$ cat src/rtl/cxc_pkg.sv
package cxc_pkg;
  localparam int unsigned CXC_LIN_W   = 32;
  localparam int unsigned CXC_PAGE_SH = 12;
  localparam int unsigned CXC_BIG_SH  = 22;
  localparam int unsigned CXC_ENTRIES = 32;
endpackage

$ cat src/rtl/cxc_match.sv
module cxc_match #(
  parameter int unsigned N  = 32,
  parameter int unsigned TW = 20,
  localparam int unsigned IW = (N > 1) ? $clog2(N) : 1
) (
  input  logic [N-1:0]         vld,
  input  logic [N-1:0][TW-1:0] tags,
  input  logic [TW-1:0]        key,
  output logic [N-1:0]         vec,
  output logic                 any,
  output logic [IW-1:0]        idx
);
  for (genvar g = 0; g < N; g++) begin : g_cmp
    assign vec[g] = vld[g] && (tags[g] == key);
  end

  assign any = |vec;

  always_comb begin
    idx = '0;
    for (int i = 0; i < N; i++) begin
      if (vec[i]) idx = idx | IW'(i);
    end
  end
endmodule

$ cat src/rtl/cxc_victim.sv
module cxc_victim #(
  parameter int unsigned N = 32,
  localparam int unsigned IW = (N > 1) ? $clog2(N) : 1
) (
  input  logic          clk,
  input  logic          clr,
  input  logic          adv,
  output logic [IW-1:0] ptr
);
  always_ff @(posedge clk) begin
    if (clr) ptr <= '0;
    else if (adv) ptr <= (ptr == IW'(N - 1)) ? '0 : ptr + 1'b1;
  end
endmodule

$ cat src/rtl/code_xlate_cache.sv
module code_xlate_cache
  import cxc_pkg::*;
#(
  parameter int unsigned LIN_W   = CXC_LIN_W,
  parameter int unsigned PAGE_SH = CXC_PAGE_SH,
  parameter int unsigned BIG_SH  = CXC_BIG_SH,
  parameter int unsigned ENTRIES = CXC_ENTRIES,
  localparam int unsigned TAG_W  = LIN_W - PAGE_SH,
  localparam int unsigned GRN_W  = BIG_SH - PAGE_SH,
  localparam int unsigned IDX_W  = (ENTRIES > 1) ? $clog2(ENTRIES) : 1
) (
  input  logic             clk,
  input  logic             rst,
  input  logic             lk_valid,
  input  logic [TAG_W-1:0] lk_vpn,
  input  logic             fill_valid,
  input  logic [TAG_W-1:0] fill_vpn,
  input  logic [TAG_W-1:0] fill_frame,
  input  logic             fill_big,
  input  logic             flush,
  output logic             rsp_valid,
  output logic             rsp_hit,
  output logic [TAG_W-1:0] rsp_frame,
  output logic             rsp_big
);
  logic [ENTRIES-1:0]            vld_q;
  logic [ENTRIES-1:0][TAG_W-1:0] tag_q;
  logic [ENTRIES-1:0][TAG_W-1:0] frm_q;
  logic [ENTRIES-1:0]            big_q;

  logic [ENTRIES-1:0] lk_vec, fl_vec;
  logic               lk_any, fl_any;
  logic [IDX_W-1:0]   lk_idx, fl_idx, vic_ptr, slot;
  logic [TAG_W-1:0]   new_frame;
  logic               do_fill;

  cxc_match #(.N(ENTRIES), .TW(TAG_W)) u_lk_match (
    .vld(vld_q), .tags(tag_q), .key(lk_vpn),
    .vec(lk_vec), .any(lk_any), .idx(lk_idx)
  );

  cxc_match #(.N(ENTRIES), .TW(TAG_W)) u_fl_match (
    .vld(vld_q), .tags(tag_q), .key(fill_vpn),
    .vec(fl_vec), .any(fl_any), .idx(fl_idx)
  );

  assign do_fill = fill_valid && !flush;
  assign slot    = fl_any ? fl_idx : vic_ptr;

  cxc_victim #(.N(ENTRIES)) u_victim (
    .clk(clk), .clr(rst || flush), .adv(do_fill && !fl_any), .ptr(vic_ptr)
  );

  // A large page is cut to the touched granule: upper frame from the
  // directory entry, granule index from the linear page number.
  assign new_frame = fill_big ? {fill_frame[TAG_W-1:GRN_W], fill_vpn[GRN_W-1:0]}
                              : fill_frame;

  always_ff @(posedge clk) begin
    if (rst || flush) vld_q <= '0;
    else if (do_fill) vld_q[slot] <= 1'b1;
  end

  always_ff @(posedge clk) begin
    if (do_fill) begin
      tag_q[slot] <= fill_vpn;
      frm_q[slot] <= new_frame;
      big_q[slot] <= fill_big;
    end
  end

  always_ff @(posedge clk) begin
    if (rst) begin
      rsp_valid <= 1'b0;
      rsp_hit   <= 1'b0;
      rsp_frame <= '0;
      rsp_big   <= 1'b0;
    end else begin
      rsp_valid <= lk_valid;
      rsp_hit   <= lk_valid && lk_any;
      rsp_frame <= (lk_valid && lk_any) ? frm_q[lk_idx] : '0;
      rsp_big   <= (lk_valid && lk_any) ? big_q[lk_idx] : 1'b0;
    end
  end
endmodule

$ cat config.mk
export PLATFORM = sky130hd
export DESIGN_NAME = code_xlate_cache
export DESIGN_NICKNAME = d
export VERILOG_FILES = /design/src/rtl/cxc_pkg.sv /design/src/rtl/cxc_match.sv /design/src/rtl/cxc_victim.sv /design/src/rtl/code_xlate_cache.sv
export SDC_FILE = /design/constraint.sdc
export NUM_CORES = 2
export LEC_CHECK = 0
export ABC_AREA = 0
export BUFFER_PORTS_ARGS = -buffer_cell sky130_fd_sc_hd__buf_4
export CAP_MARGIN = 20
export CELL_PAD_IN_SITES_DETAIL_PLACEMENT = 1
export CELL_PAD_IN_SITES_GLOBAL_PLACEMENT = 2
export CORE_UTILIZATION = 25
export CTS_BUF_LIST = sky130_fd_sc_hd__clkbuf_16
export DETAILED_ROUTE_END_ITERATION = 16
export GPL_TIMING_DRIVEN = 0
export PLACE_DENSITY_LB_ADDON = 0.1
export SLEW_MARGIN = 15
export SYNTH_ARGS = -nofsm -noshare
export SYNTH_HDL_FRONTEND = slang
export SYNTH_SLANG_ARGS = --single-unit
$ cat constraint.sdc
create_clock -name clk -period 14.7 [get_ports clk]
set_clock_uncertainty 0.15 [all_clocks]
set_input_delay 1.47 -clock clk [delete_from_list [all_inputs] [get_ports clk]]
set_output_delay 1.47 -clock clk [all_outputs]
set_load 0.03 [all_outputs]
==> flow_metrics.env <==
export IMPL_clk_latency_ns=0.83
export IMPL_worstPathRequired_ns=15.05
export IMPL_synthesis_area_um2=62800
export IMPL_drive_gt1_share_pct=14.0
export IMPL_seq_area_frac_synth_pct=64.6
export IMPL_reg2reg_slack_ns=8.34
export IMPL_yosysWarnings=0
export IMPL_vias_per_cell=4.79
export IMPL_fin_nets=4636
export IMPL_cp_cell_sequence="buf_4 -> buf_2 -> buf_2 -> xnor2_1 -> nand4_1 -> nor4_1 -> a22oi_1 -> o41ai_2 -> buf_4 -> nor4_1 -> nand2_1 -> o21ai_0 -> nand3_1 -> nor2_4 -> buf_12"
export IMPL_fin_crit_sh_pct=53.5
export IMPL_synth_ff_type="edfxtp_1"
export IMPL_critPathBufInv=5
export IMPL_root_buffer="clkbuf_16"
export IMPL_final_common_cell="edfxtp_1"
export IMPL_outcome="finished, final reports clean"
export IMPL_grt_usage_pct=23.5
export IMPL_area_delta_synth_final_pct=18.9
export IMPL_cts_setup_buffers=0
export IMPL_clk_pin_slew_ns=0.05
export IMPL_hold_depth=1
export IMPL_seq_area_um2=40600
export IMPL_die_x_um=503
export IMPL_timing_slew_headroom_pct=14.4
export IMPL_synth_avg_cell_area_um2=14.8
export IMPL_placed_cell_area_um2=69300
export IMPL_maxCapViolCount=0
export IMPL_worst_setup_path_start_kind="input pin"
export IMPL_overflow=0
export IMPL_rsz0062_at_grt="false"
export IMPL_setup_violations=0
export IMPL_synth_edf_count=1312
export IMPL_grt_max_degree=34
export IMPL_pin_count=89
export IMPL_die_y_um=503
export IMPL_layout_common_cells="1312 x edfxtp_1, 950 x xnor2_1, 339 x mux2i_1"
export IMPL_core_area_um2=249000
export IMPL_power_density_nw_per_um2=121
export IMPL_r2r_end="rsp_frame[4]$_SDFF_PP0_"
export IMPL_io_buffers=68
export IMPL_hold_start="vld_q[23]$_SDFFE_PP0P_"
export IMPL_clk_path_buf_depth=3
export IMPL_vias=38500
export IMPL_fillCellCount=26100
export IMPL_fp_dieArea_um2=253000
export IMPL_cp_arrival_ns=8.21
export IMPL_hpwlAfterDp_mm=189
export IMPL_drt_iter0_drc=3411
export IMPL_cpLargestDelayFamily="simple AND/OR/NAND/NOR gates"
export IMPL_crit_type="in2reg"
export IMPL_post_cts_resized=0
export IMPL_grt_pass1_wl_mm=392
export IMPL_wirelength_mm=299
export IMPL_critical_path_max_stage_delay_ns=0.93
export IMPL_cts_max_level=4
export IMPL_synth_fp_nets=4320
export IMPL_drc=0
export IMPL_post_drt_wl_per_cell_um=37.2
export IMPL_numCtsBuffers=173
export IMPL_path_max_fanout=33
export IMPL_worst_slack_ns=6.84
export IMPL_cts_hold_buf=0
export IMPL_multi_input_area_um2=20900
export IMPL_synth_seq_cells=1372
export IMPL_place_ws_ns=6.04
export IMPL_final_core_util_pct=30.0
export IMPL_p_leak_nw=25.5
export IMPL_hp_class="reg2reg"
export IMPL_fin_area_um2=74700
export IMPL_fmax_mhz=127
export IMPL_peakVddDrop_mv=0.0943
export IMPL_globalplace_congestion=0.813
export IMPL_synth_cells=4252
export IMPL_tightest_slew_ns=1.27
export IMPL_grt_pass1_vias=40300
export IMPL_synthDistinctLibCells=50
export IMPL_regToRegStartpoint="tag_q[158]$_DFFE_PP_"
export IMPL_cp_end_kind="flip-flop"
export IMPL_dr_pass1_iters=7
export IMPL_slowest_stage="nor2_4"
export IMPL_slew_violations=0
export IMPL_fin_hold_ws_ns=0.334
export IMPL_r2r_cells=13
export IMPL_ant_nets=0
export IMPL_setup_tns_ns=0
export IMPL_rows=183
export IMPL_min_period_ns=7.86
export IMPL_antenna_found_initial=29
export IMPL_cts_tree="built"
export IMPL_clock_sinks=1372
export IMPL_holdPathEnd="vld_q[23]$_SDFFE_PP0P_"
export IMPL_start_util_pct=25.2
export IMPL_hold_viol_final=0
export IMPL_async_flop_share_pct=0
## routing by layer
metal | global-route usage (%) | share of wire [%] | wire, um
met4 | 6.24 | 2.8 | 8300
met2 | 41.6 | 50 | 151000
met5 | 0 | 0.039 | 117
met3 | 3.21 | 4.5 | 13600
met1 | 29.8 | 42 | 127000
## logic make-up (layout without fill, tap and decap cells)
family	Yosys count	after routing	synth area share [%]
DFF	1372	1372	64.6
xor gates and xnor gates	1280	1280	17.8
other	0	7	0
muxes	350	350	5.60
AOI/OAI and AO/OA	201	201	2.19
buffers and inverters	243	702	2.66
and+or+nand+nor	804	804	7.05
adders and majority gates	2	2	0.0398
## where the power goes
part           internal [mW]  total [mW]  switching, mW
clock                   2.28        4.09           1.81
sequential              4.30        4.30        0.00401
combinational          0.156       0.629          0.473
## cell type report
| type | count | area share [%] |
|---|---|---|
| clock buffers | 174 | 5.83 |
| well taps | 3330 | 5.58 |
| diodes | 7 | 0.0235 |
| multi-input cells | 2637 | 28.0 |
| clock inverters | 144 | 1.34 |
| plain buffers | 240 | 2.23 |
| flip-flops and latches | 1372 | 54.4 |
| repair buffers | 141 | 2.68 |
| inverters | 3 | 0.0151 |
## synth_stat cells (all sizes together), types with 2 or more instances
| cell | count | area [um2] |
|---|---|---|
| a21boi | 2 | 15.0 |
| a21oi | 3 | 15.0 |
| a22oi | 23 | 198 |
| a2bb2oi | 3 | 26.3 |
| and2 | 2 | 12.5 |
| and3 | 44 | 275 |
| buf | 222 | 1590 |
| clkbuf | 18 | 67.6 |
| dfxtp | 60 | 1200 |
| edfxtp | 1312 | 39400 |
| ha | 2 | 25.0 |
| inv | 3 | 11.3 |
| mux2 | 11 | 124 |
| mux2i | 339 | 3390 |
| nand2 | 40 | 153 |
| nand2b | 2 | 12.5 |
| nand3 | 83 | 420 |
| nand4 | 208 | 1300 |
| nor2 | 168 | 631 |
| nor2b | 4 | 25.0 |
| nor3 | 54 | 270 |
| nor3b | 2 | 15.0 |
| nor4 | 145 | 928 |
| nor4b | 20 | 175 |
| o211ai | 3 | 32.5 |
| o21a | 32 | 240 |
| o21ai | 5 | 25.0 |
| o22ai | 127 | 795 |
| or3 | 27 | 169 |
| xnor2 | 950 | 8320 |
| xor2 | 330 | 2890 |
## state kept, by name (all words and copies together) (netlist names)
signal and cells:
big_q 32, rsp_hit 1, rsp_frame 20, rsp_valid 1
frm_q 640, tag_q 640, vld_q 32, rsp_big 1
u_victim.ptr 5
## worst reg2reg max path: stages, from the launching register on
cell and delay (ns):
edfxtp_1 0.45, xor2_1 0.20, nor4_1 0.09, and3_1 0.19, a22oi_1 0.93, nand4_1 0.57, or3_1 0.67, buf_2 0.23
nand3_1 0.52, clkbuf_1 0.59, o22ai_1 0.16, nor3_1 0.46, nor4b_1 0.57, o22ai_1 0.36
## metrics by stage
step	cells	power (mW)
2_1_floorplan	4252	4.66
3_3_place_gp	7650	5.01
3_5_place_dp	7723	5.02
4_1_cts	8041	9.14
5_1_grt	8042	9.27
6_report	8048	9.02
## worst max path at each step
stage                            from              endpoint  slack (ns)  cells past startpoint
final                     fill_vpn[1]  tag_q[449]$_DFFE_PP_        6.84                     15
after global routing      fill_vpn[1]  tag_q[453]$_DFFE_PP_        6.78                     14
after CTS                 fill_vpn[1]  tag_q[452]$_DFFE_PP_        6.94                     15
after detailed placement  fill_vpn[1]  tag_q[450]$_DFFE_PP_        6.04                     15
after global placement    fill_vpn[4]  tag_q[409]$_DFFE_PP_        2.26                     12
after floorplan           fill_vpn[0]   big_q[10]$_DFFE_PP_        8.76                     13
(Power assumes the default switching activity.)
